$ cat config.mk
export PLATFORM = sky130hd
export DESIGN_NAME = farrow_resampler
export DESIGN_NICKNAME = d
export VERILOG_FILES = /design/src/rtl/frs_pkg.sv /design/src/rtl/frs_phase_ctrl.sv /design/src/rtl/frs_coef.sv /design/src/rtl/frs_horner_step.sv /design/src/rtl/frs_scale_sat.sv /design/src/rtl/farrow_resampler.sv
export SDC_FILE = /design/constraint.sdc
export NUM_CORES = 2
export LEC_CHECK = 0
export BUFFER_PORTS_ARGS = -buffer_cell sky130_fd_sc_hd__clkbuf_2
export CELL_PAD_IN_SITES_DETAIL_PLACEMENT = 1
export CELL_PAD_IN_SITES_GLOBAL_PLACEMENT = 1
export CORE_MARGIN = 4
export CORE_UTILIZATION = 32
export CTS_CLUSTER_SIZE = 14
export DETAILED_ROUTE_END_ITERATION = 12
export PLACE_DENSITY_LB_ADDON = 0.1
export SYNTH_ARGS = -nofsm -noshare
export SYNTH_HDL_FRONTEND = slang
export SYNTH_SLANG_ARGS = --single-unit
$ cat constraint.sdc
create_clock -name clk -period 9.53 [get_ports clk]
set_clock_uncertainty 0.05 [all_clocks]
set_input_delay 1.4295 -clock clk [delete_from_list [all_inputs] [get_ports clk]]
set_output_delay 1.4295 -clock clk [all_outputs]
set_load 0.03 [all_outputs]
$ cat src/rtl/frs_pkg.sv
package frs_pkg;
  // sample width, phase fraction bits, ratio integer bits
  parameter int DW   = 16;
  parameter int FW   = 16;
  parameter int RIW  = 4;
  parameter int TAPS = 4;
  // derived widths
  parameter int RW   = RIW + FW;      // ratio word
  parameter int NW   = RIW + 1;       // pending-sample counter
  parameter int CW   = DW + 6;        // coefficient / Horner accumulator
  parameter int KSH  = 24;            // shift of the divide-by-six constant
  parameter int KW   = KSH + 1;
endpackage

$ cat src/rtl/frs_phase_ctrl.sv
module frs_phase_ctrl
  import frs_pkg::*;
(
  input  logic                    clk,
  input  logic                    rst,
  input  logic [RW-1:0]           ratio,
  input  logic                    in_valid,
  output logic                    in_ready,
  input  logic signed [DW-1:0]    in_data,
  output logic                    fire,
  output logic [TAPS-1:0][DW-1:0] win,
  output logic [FW-1:0]           mu
);
  logic [NW-1:0] need;
  logic [NW+FW-1:0] step_sum;
  logic accept;

  assign in_ready = (need != '0);
  assign fire     = (need == '0);
  assign accept   = in_valid && in_ready;
  assign step_sum = {1'b0, ratio} + {{NW{1'b0}}, mu};

  always_ff @(posedge clk) begin
    if (rst) begin
      need <= NW'(TAPS);
      mu   <= '0;
      win  <= '0;
    end else if (fire) begin
      need <= step_sum[FW +: NW];
      mu   <= step_sum[FW-1:0];
    end else if (accept) begin
      win  <= {in_data, win[TAPS-1:1]};
      need <= need - 1'b1;
    end
  end


  ready_held_chk: assert property (@(posedge clk) disable iff (rst)
    (in_ready && !in_valid) |=> in_ready);

  sample_kept_chk: assert property (@(posedge clk) disable iff (rst)
    accept |=> (win[TAPS-1] == $past(in_data)));

  whole_step_chk: assert property (@(posedge clk) disable iff (rst)
    (fire && (ratio[RW-1:FW] != '0)) |=> in_ready);
endmodule

$ cat src/rtl/frs_coef.sv
module frs_coef
  import frs_pkg::*;
(
  input  logic                    clk,
  input  logic                    rst,
  input  logic                    fire,
  input  logic [TAPS-1:0][DW-1:0] win,
  input  logic [FW-1:0]           mu,
  output logic                    o_vld,
  output logic [FW-1:0]           o_mu,
  output logic signed [DW-1:0]    o_x0,
  output logic signed [CW-1:0]    o_c3,
  output logic signed [CW-1:0]    o_c2,
  output logic signed [CW-1:0]    o_c1
);
  logic signed [CW-1:0] em, e0, e1, e2;
  logic signed [CW-1:0] k1, k2, k3;

  // sign-extend the four window taps
  assign em = CW'($signed(win[0]));
  assign e0 = CW'($signed(win[1]));
  assign e1 = CW'($signed(win[2]));
  assign e2 = CW'($signed(win[3]));

  // Lagrange cubic coefficients scaled by six
  assign k1 = -(em <<< 1) - (e0 <<< 1) - e0 + (e1 <<< 2) + (e1 <<< 1) - e2;
  assign k2 = (em <<< 1) + em - (e0 <<< 2) - (e0 <<< 1) + (e1 <<< 1) + e1;
  assign k3 = -em + (e0 <<< 1) + e0 - (e1 <<< 1) - e1 + e2;

  always_ff @(posedge clk) begin
    if (rst) o_vld <= 1'b0;
    else     o_vld <= fire;
    o_mu <= mu;
    o_x0 <= $signed(win[1]);
    o_c3 <= k3;
    o_c2 <= k2;
    o_c1 <= k1;
  end
endmodule

$ cat src/rtl/frs_horner_step.sv
module frs_horner_step
  import frs_pkg::*;
(
  input  logic                 clk,
  input  logic                 rst,
  input  logic                 i_vld,
  input  logic [FW-1:0]        i_mu,
  input  logic signed [DW-1:0] i_x0,
  input  logic signed [CW-1:0] i_acc,
  input  logic signed [CW-1:0] i_add,
  output logic                 o_vld,
  output logic [FW-1:0]        o_mu,
  output logic signed [DW-1:0] o_x0,
  output logic signed [CW-1:0] o_acc
);
  localparam int PW = CW + FW + 1;
  localparam logic signed [PW-1:0] HALF = PW'(1) <<< (FW - 1);

  logic signed [PW-1:0] a_ext, m_ext, prod, shifted;

  assign a_ext   = PW'(i_acc);
  assign m_ext   = PW'($signed({1'b0, i_mu}));
  assign prod    = a_ext * m_ext;
  assign shifted = (prod + HALF) >>> FW;

  always_ff @(posedge clk) begin
    if (rst) o_vld <= 1'b0;
    else     o_vld <= i_vld;
    o_mu  <= i_mu;
    o_x0  <= i_x0;
    o_acc <= $signed(shifted[CW-1:0]) + i_add;
  end


  step_flow_chk: assert property (@(posedge clk) disable iff (rst)
    i_vld |=> o_vld);
endmodule

$ cat src/rtl/frs_scale_sat.sv
module frs_scale_sat
  import frs_pkg::*;
(
  input  logic                 clk,
  input  logic                 rst,
  input  logic                 i_vld,
  input  logic [FW-1:0]        i_mu,
  input  logic signed [DW-1:0] i_x0,
  input  logic signed [CW-1:0] i_h,
  output logic                 o_vld,
  output logic signed [DW-1:0] o_y
);
  localparam int PW = CW + KW;
  // round(2^KSH / 6)
  localparam logic signed [PW-1:0] KDIV = PW'(((64'd1 << KSH) + 64'd3) / 64'd6);
  localparam logic signed [PW-1:0] HALF = PW'(1) <<< (KSH - 1);
  localparam logic signed [CW-1:0] YMAX = CW'((64'd1 << (DW - 1)) - 64'd1);
  localparam logic signed [CW-1:0] YMIN = -YMAX - CW'(1);

  logic signed [PW-1:0] prod, shifted;
  logic signed [CW-1:0] sum;

  assign prod    = PW'(i_h) * KDIV;
  assign shifted = (prod + HALF) >>> KSH;
  assign sum     = CW'(i_x0) + $signed(shifted[CW-1:0]);

  always_ff @(posedge clk) begin
    if (rst) o_vld <= 1'b0;
    else     o_vld <= i_vld;
    if (sum > YMAX)      o_y <= YMAX[DW-1:0];
    else if (sum < YMIN) o_y <= YMIN[DW-1:0];
    else                 o_y <= sum[DW-1:0];
  end


  on_grid_chk: assert property (@(posedge clk) disable iff (rst)
    (i_vld && (i_mu == '0)) |=> (o_vld && (o_y == $past(i_x0))));

  clip_chk: assert property (@(posedge clk) disable iff (rst)
    (i_vld && (sum > YMAX)) |=> (o_y == YMAX[DW-1:0]));
endmodule

$ cat src/rtl/farrow_resampler.sv
module farrow_resampler
  import frs_pkg::*;
(
  input  logic                 clk,
  input  logic                 rst,
  input  logic [RW-1:0]        ratio,
  input  logic                 in_valid,
  output logic                 in_ready,
  input  logic signed [DW-1:0] in_data,
  output logic                 out_valid,
  output logic signed [DW-1:0] out_data
);
  localparam int NSTEP = 3;

  logic                    fire;
  logic [TAPS-1:0][DW-1:0] win;
  logic [FW-1:0]           mu;

  logic                 st_vld [NSTEP+1];
  logic [FW-1:0]        st_mu  [NSTEP+1];
  logic signed [DW-1:0] st_x0  [NSTEP+1];
  logic signed [CW-1:0] st_acc [NSTEP+1];
  logic signed [CW-1:0] st_add [NSTEP];
  logic signed [CW-1:0] c2, c1, c1_d;

  frs_phase_ctrl u_phase (
    .clk(clk), .rst(rst), .ratio(ratio),
    .in_valid(in_valid), .in_ready(in_ready), .in_data(in_data),
    .fire(fire), .win(win), .mu(mu)
  );

  frs_coef u_coef (
    .clk(clk), .rst(rst), .fire(fire), .win(win), .mu(mu),
    .o_vld(st_vld[0]), .o_mu(st_mu[0]), .o_x0(st_x0[0]),
    .o_c3(st_acc[0]), .o_c2(c2), .o_c1(c1)
  );

  // c1 joins one stage after c2
  always_ff @(posedge clk) c1_d <= c1;

  generate
    for (genvar s = 0; s < NSTEP; s++) begin : g_step
      if (s == 0) begin : g_a2
        assign st_add[s] = c2;
      end else if (s == 1) begin : g_a1
        assign st_add[s] = c1_d;
      end else begin : g_a0
        assign st_add[s] = '0;
      end
      frs_horner_step u_step (
        .clk(clk), .rst(rst),
        .i_vld(st_vld[s]), .i_mu(st_mu[s]), .i_x0(st_x0[s]),
        .i_acc(st_acc[s]), .i_add(st_add[s]),
        .o_vld(st_vld[s+1]), .o_mu(st_mu[s+1]), .o_x0(st_x0[s+1]),
        .o_acc(st_acc[s+1])
      );
    end
  endgenerate

  frs_scale_sat u_sat (
    .clk(clk), .rst(rst),
    .i_vld(st_vld[NSTEP]), .i_mu(st_mu[NSTEP]), .i_x0(st_x0[NSTEP]),
    .i_h(st_acc[NSTEP]),
    .o_vld(out_valid), .o_y(out_data)
  );
endmodule

After elaboration in Yosys (flattened, before gate mapping)
Cells that the tools add are included.

Bitwise operators: 1. $lt $le $gt $ge: 2. $mul: 4. Muxes and demuxes: 3. Reduce and logical (&&, ||, !) cells: 5. Add/subtract/negate cells: 26.

Operators with widths (count): $add A38 B17 Y38 const B (3); $mul A22 B17 Y38 (3); $add A22 B16 Y22 (3); $add A22 B17 Y22 (3); $sub A22 B16 Y22 (3); $sub A22 B17 Y22 (3); $add A46 B25 Y46 const B (1); $mul A22 B23 Y45 const B (1); $add A22 B22 Y22 (2); $add A16 B22 Y22 (1); $add A22 B18 Y22 (1); $gt A22 B16 Y1 const B (1); $lt A22 B16 Y1 const B (1); $neg A16 Y22 (1); $neg A17 Y22 (1); $add A20 B16 Y21 (1); $sub A18 B18 Y19 (1); $add A17 B16 Y18 (1); $mux W16 (1); $mux W5 (2); $logic_not A5 Y1 (1); $reduce_bool A5 Y1 (1); $sub A5 B1 Y5 const B (1); $reduce_and A2 Y1 (1); 3 further kinds (3).

Input port bits: 39. Flip-flop bits (word level): 372. Output and inout port bits: 18.

Logic depth before layout (Yosys ltp)
Word-level depth: 6. Mapped depth: 44. Gate-level depth less buffers: 43.

Modules after synthesis
Synthesis repeated with hierarchy kept, for this count alone.

Cells, all modules: 7219. Area total of the unflattened synthesis: 67069.3 µm².

Modules (own cells, without submodules): frs_horner_step at g_step[1].u_step (area an instance 14983.1 µm², times used 1, cells an instance 1614); frs_horner_step at g_step[0].u_step (area an instance 14871.8 µm², times used 1, cells an instance 1607); frs_horner_step at g_step[2].u_step (area an instance 14797.9 µm², times used 1, cells an instance 1605); frs_coef (area an instance 9540.4 µm², times used 1, cells an instance 998); frs_scale_sat (area an instance 8543.2 µm², times used 1, cells an instance 875); frs_phase_ctrl (area an instance 3888.7 µm², times used 1, cells an instance 497); farrow_resampler (area an instance 444.2 µm², times used 1, cells an instance 23).

Least setup slack after synthesis
No wires, ideal clock.

Kind: register to register. From: reg g_step[2].u_step.o_acc[3]. To: reg u_sat.o_y[7]. Data arrival time: 9218 ps. Stages on the path, launching flop included: 38. Buffers on the path: 1. Data required time: 9365 ps. Slack: 146 ps. Clock period less this slack: 9384 ps. Cell sequence: dfxtp_1 > ha_1 > fa_1 > fa_1 > inv_1 > fa_1 > inv_1 > fa_1 > fa_1 > fa_1 > ha_1 > a21o_1 > a31o_1 > or3_4 > o21a_4 > xor2_1 > ha_1 > inv_1 > [2 not listed] > nor3_1 > xor2_1 > a21oi_1 > xnor2_1 > ha_1 > o211ai_1 > a21oi_1 > a221oi_1 > a21oi_1 > nor3_1 > o21ai_0 > a21o_1 > a21oi_1 > xnor2_1 > xor2_2 > o31a_4 > buf_6 > o21ai_2.

Longest elaborated chain between the ends: 5. Elaborated cells on any way between the ends: 6.

RTL lines: start, declared (line frs_horner_step.sv:14) `output logic signed [CW-1:0] o_acc`; start signal, assigned (line frs_horner_step.sv:31) `o_acc <= $signed(shifted[CW-1:0]) + i_add;`; $mul A22 B23 Y45 (*) (line frs_scale_sat.sv:23) `assign prod = PW'(i_h) * KDIV;`; $add A46 B25 Y46 (*) (line frs_scale_sat.sv:24) `assign shifted = (prod + HALF) >>> KSH;`; $add A16 B22 Y22 (*) (line frs_scale_sat.sv:25) `assign sum = CW'(i_x0) + $signed(shifted[CW-1:0]);`; $lt A22 B16 Y1 (line frs_scale_sat.sv:31) `else if (sum < YMIN) o_y <= YMIN[DW-1:0];`; $mux W16 (line frs_scale_sat.sv:31); end signal, assigned (line frs_scale_sat.sv:30) `if (sum > YMAX) o_y <= YMAX[DW-1:0];`; end signal, assigned (line frs_scale_sat.sv:31); end signal, assigned (line frs_scale_sat.sv:32) `else o_y <= sum[DW-1:0];`; end, declared (line frs_scale_sat.sv:11) `output logic signed [DW-1:0] o_y`.

Every way passes the cells marked *; elsewhere a longest branch is shown, timed or not. A chain may end at the register's enable or synchronous reset.

Worst setup path in the final report
From: reg g_step[2].u_step.o_acc[9]. To: reg u_sat.o_y[3].

The elaborated chain is that of the path after synthesis.

==> metrics.txt <==
peak per-stage delay on the critical path=0.63 ns; Cells after Synth=6849; vias per inst=4.603; min Tclk post-route=9.249 ns; nets=9151; Worst R2R Start=g_step[2].u_step.o_acc[9]; RD Place Congestion=0.8238; final slew viol count=0; FP Rows=164; CTS Buf Count=47; Post-synth ARST share=0%; crit path launch type=flip-flop; R2R depth=35; flops & latches, synth=372; Critical Path Sink Type=flip-flop; Finish-stage setup viols=0; CP arrival=9.70 ns; Chip Width=456.8 µm; main area contributors after synthesis=fa_1, ha_1, dfxtp_1, inv_1, and2_1; largest net degree at the start of global routing=91; Max Cap Viol=0; FF-to-FF setup slack=0.28 ns; H-tree depth=2; Post-Syn Nets=8909; most numerous cell in the Yosys netlist=inv_1; Die Y=456.8 µm; I/O pin count=57; worst-margin pin slew=1.075 ns; outcome=finished, final reports clean; critical path's slowest cell=fa_2; cell type with the largest total area after synthesis=fa_1; RSZ-0062 raised after global routing=true; Setup CP Type=flip-flop to flip-flop; crit-path most repeated cell=fa_2; Synth warnings=0; Synth Flop Type=dfxtp_1; Synth top cells by count=inv_1, fa_1, nand2_1, ha_1, and2_1; gr usage total=18.16%; post-layout util=35.97%; Post-synth EDFFs=0; Post-Syn Area=0.06445 mm²; initial antenna violation count=3; fmax=108.1 MHz; clock sinks=372; Yosys top cell area share=40.85%; Max Root-Sink Buffers=3; Distinct cells, synth=90; DIE AREA=0.2087 mm²; Critical path origin=g_step[2].u_step.o_acc[9]; dpl hpwl=158.9 mm; HP Class=flip-flop to flip-flop; area delta synth->final=11.66%; IO Port Bufs=56; period utilisation layout=97.05%; routed len/inst=18.97 µm; crit-path max FO=8; Root Driver=clkbuf_16; global route overflow=0; Seq/Total Area, Yosys=11.55%; Antenna Nets Post-Route=0; initial DRC count=1414; Initial Utilization=32.21%; Worst slew margin=28.33%; Inst Count DP=9687; layout cells sized above 1=8.583%; Worst Hold Depth=0; Routed Wire Length=185.7 mm; critical path required time=9.99 ns; R2R Path End=u_sat.o_y[3]; vias in the first global route=51940; synthesized area per cell=9.410 µm²; DRC errors left=0; core area=0.2001 mm²; endpoints failing hold=0; Setup crit end=u_sat.o_y[3]; CTS tree=done; vias after detailed routing=45050; worst-skew pair later-pin latency=0.63 ns; first-pass GRT wire length=298.6 mm; post-route insts no fill=9787; first drt pass iteration count=5; Clock transition at path regs=0.06 ns
[metal layers]
metal / global-route usage [%] / up-vias / part of all wire, %
met5: 0 / - / 0
met4: 3.680 / 0 / 2.1
met3: 1.481 / 135 / 2.0
met2: 32.10 / 344 / 50
met1: 24.32 / 23420 / 46
li1: - / 21160 / -
[area by class of cell]
type | count | area, µm²
antenna | 1 | 2.502
sequential | 372 | 7463
tap | 2656 | 3323
inverter | 1588 | 5961
timing repair buffer | 392 | 2858
multi-input combinational | 4690 | 50700
clock buffer | 56 | 1250
fill | 23060 | 128100
clock inverter | 32 | 410.4
[kinds of logic after synthesis]
family                   share of synthesized area, %
adder cells (fa/ha/maj)                         54.55
XOR/XNOR                                        3.584
buffers and inverters                           10.46
AO/OA/AOI/OAI                                   6.294
AND/OR/NAND/NOR                                 13.49
flip-flops                                      11.55
multiplexers                                  0.06406
[layout by cell type, fill, tap and decap left out, types with 63 or more instances in the layout]
cell type,netlist,layout
inv_1,1588,1581
a21oi_1,229,217
ha_1,706,695
fa_1,1315,1310
o21ai_0,98,88
nor2_1,174,173
dfxtp_1,372,359
xnor2_1,196,190
nor3_1,68,63
nand2_1,768,765
and2_1,542,541
buf_4,0,330
a21o_1,68,68
[state kept, by name, summed over array words and instances, names as in the netlist]
register	count
g_step.u_step.o_x0	48
u_coef.o_c2	22
g_step.u_step.o_vld	3
u_phase.need	5
c1_d	22
u_coef.o_c3	22
u_coef.o_x0	16
u_sat.o_y	16
u_phase.win	64
g_step.u_step.o_mu	32
u_coef.o_vld	1
u_coef.o_c1	22
u_sat.o_vld	1
g_step.u_step.o_acc	66
u_coef.o_mu	16
u_phase.mu	16
[through the flow]
stage | worst slack (ns) | setup TNS (ns) | area (µm²) | hold slack, ns
floorplan | 0.1464 | 0 | 64450 | 0.2596
global placement | -0.1577 | -1.818 | 69770 | 0.2604
detailed placement | -0.3566 | -4.582 | 69770 | 0.2632
CTS | 0.01767 | 0 | 71570 | 0.2765
global route | -0.08771 | -0.6041 | 71970 | 0.2794
finish | 0.2811 | 0 | 71970 | 0.2743
[timing repair]
item	CTS	global route
buffers inserted	1	8
hold endpoints to repair	0	0
pin swaps	5	56
setup endpoints to repair	15	22
cloned	2	0
gates resized for setup	21	87
hold buffers	0	0
[worst min-delay path by stage]
stage	startpoint	end	slack [ns]
after CTS	g_step[0].u_step.o_x0[7]	g_step[1].u_step.o_x0[7]	0.28
after global routing	u_coef.o_x0[0]	g_step[0].u_step.o_x0[0]	0.28
after global placement	g_step[0].u_step.o_x0[7]	g_step[1].u_step.o_x0[7]	0.26
after floorplan	u_coef.o_c1[0]	c1_d[0]	0.26
after detailed placement	u_coef.o_x0[8]	g_step[0].u_step.o_x0[8]	0.26
final	u_coef.o_x0[3]	g_step[0].u_step.o_x0[3]	0.27
[worst max-delay path, delay by kind of cell (launching register included)]
kind	cells	cell delay (ns)
compound gates	11	2.17
xor+xnor	3	0.46
fa+ha+maj	9	3.51
buf+inv	4	0.43
flops	1	0.33
mux	1	0.18
simple gates	7	2.01
Power is not shown: default switching activity piles up to over one toggle a cycle in this logic, so the estimate is an artifact.
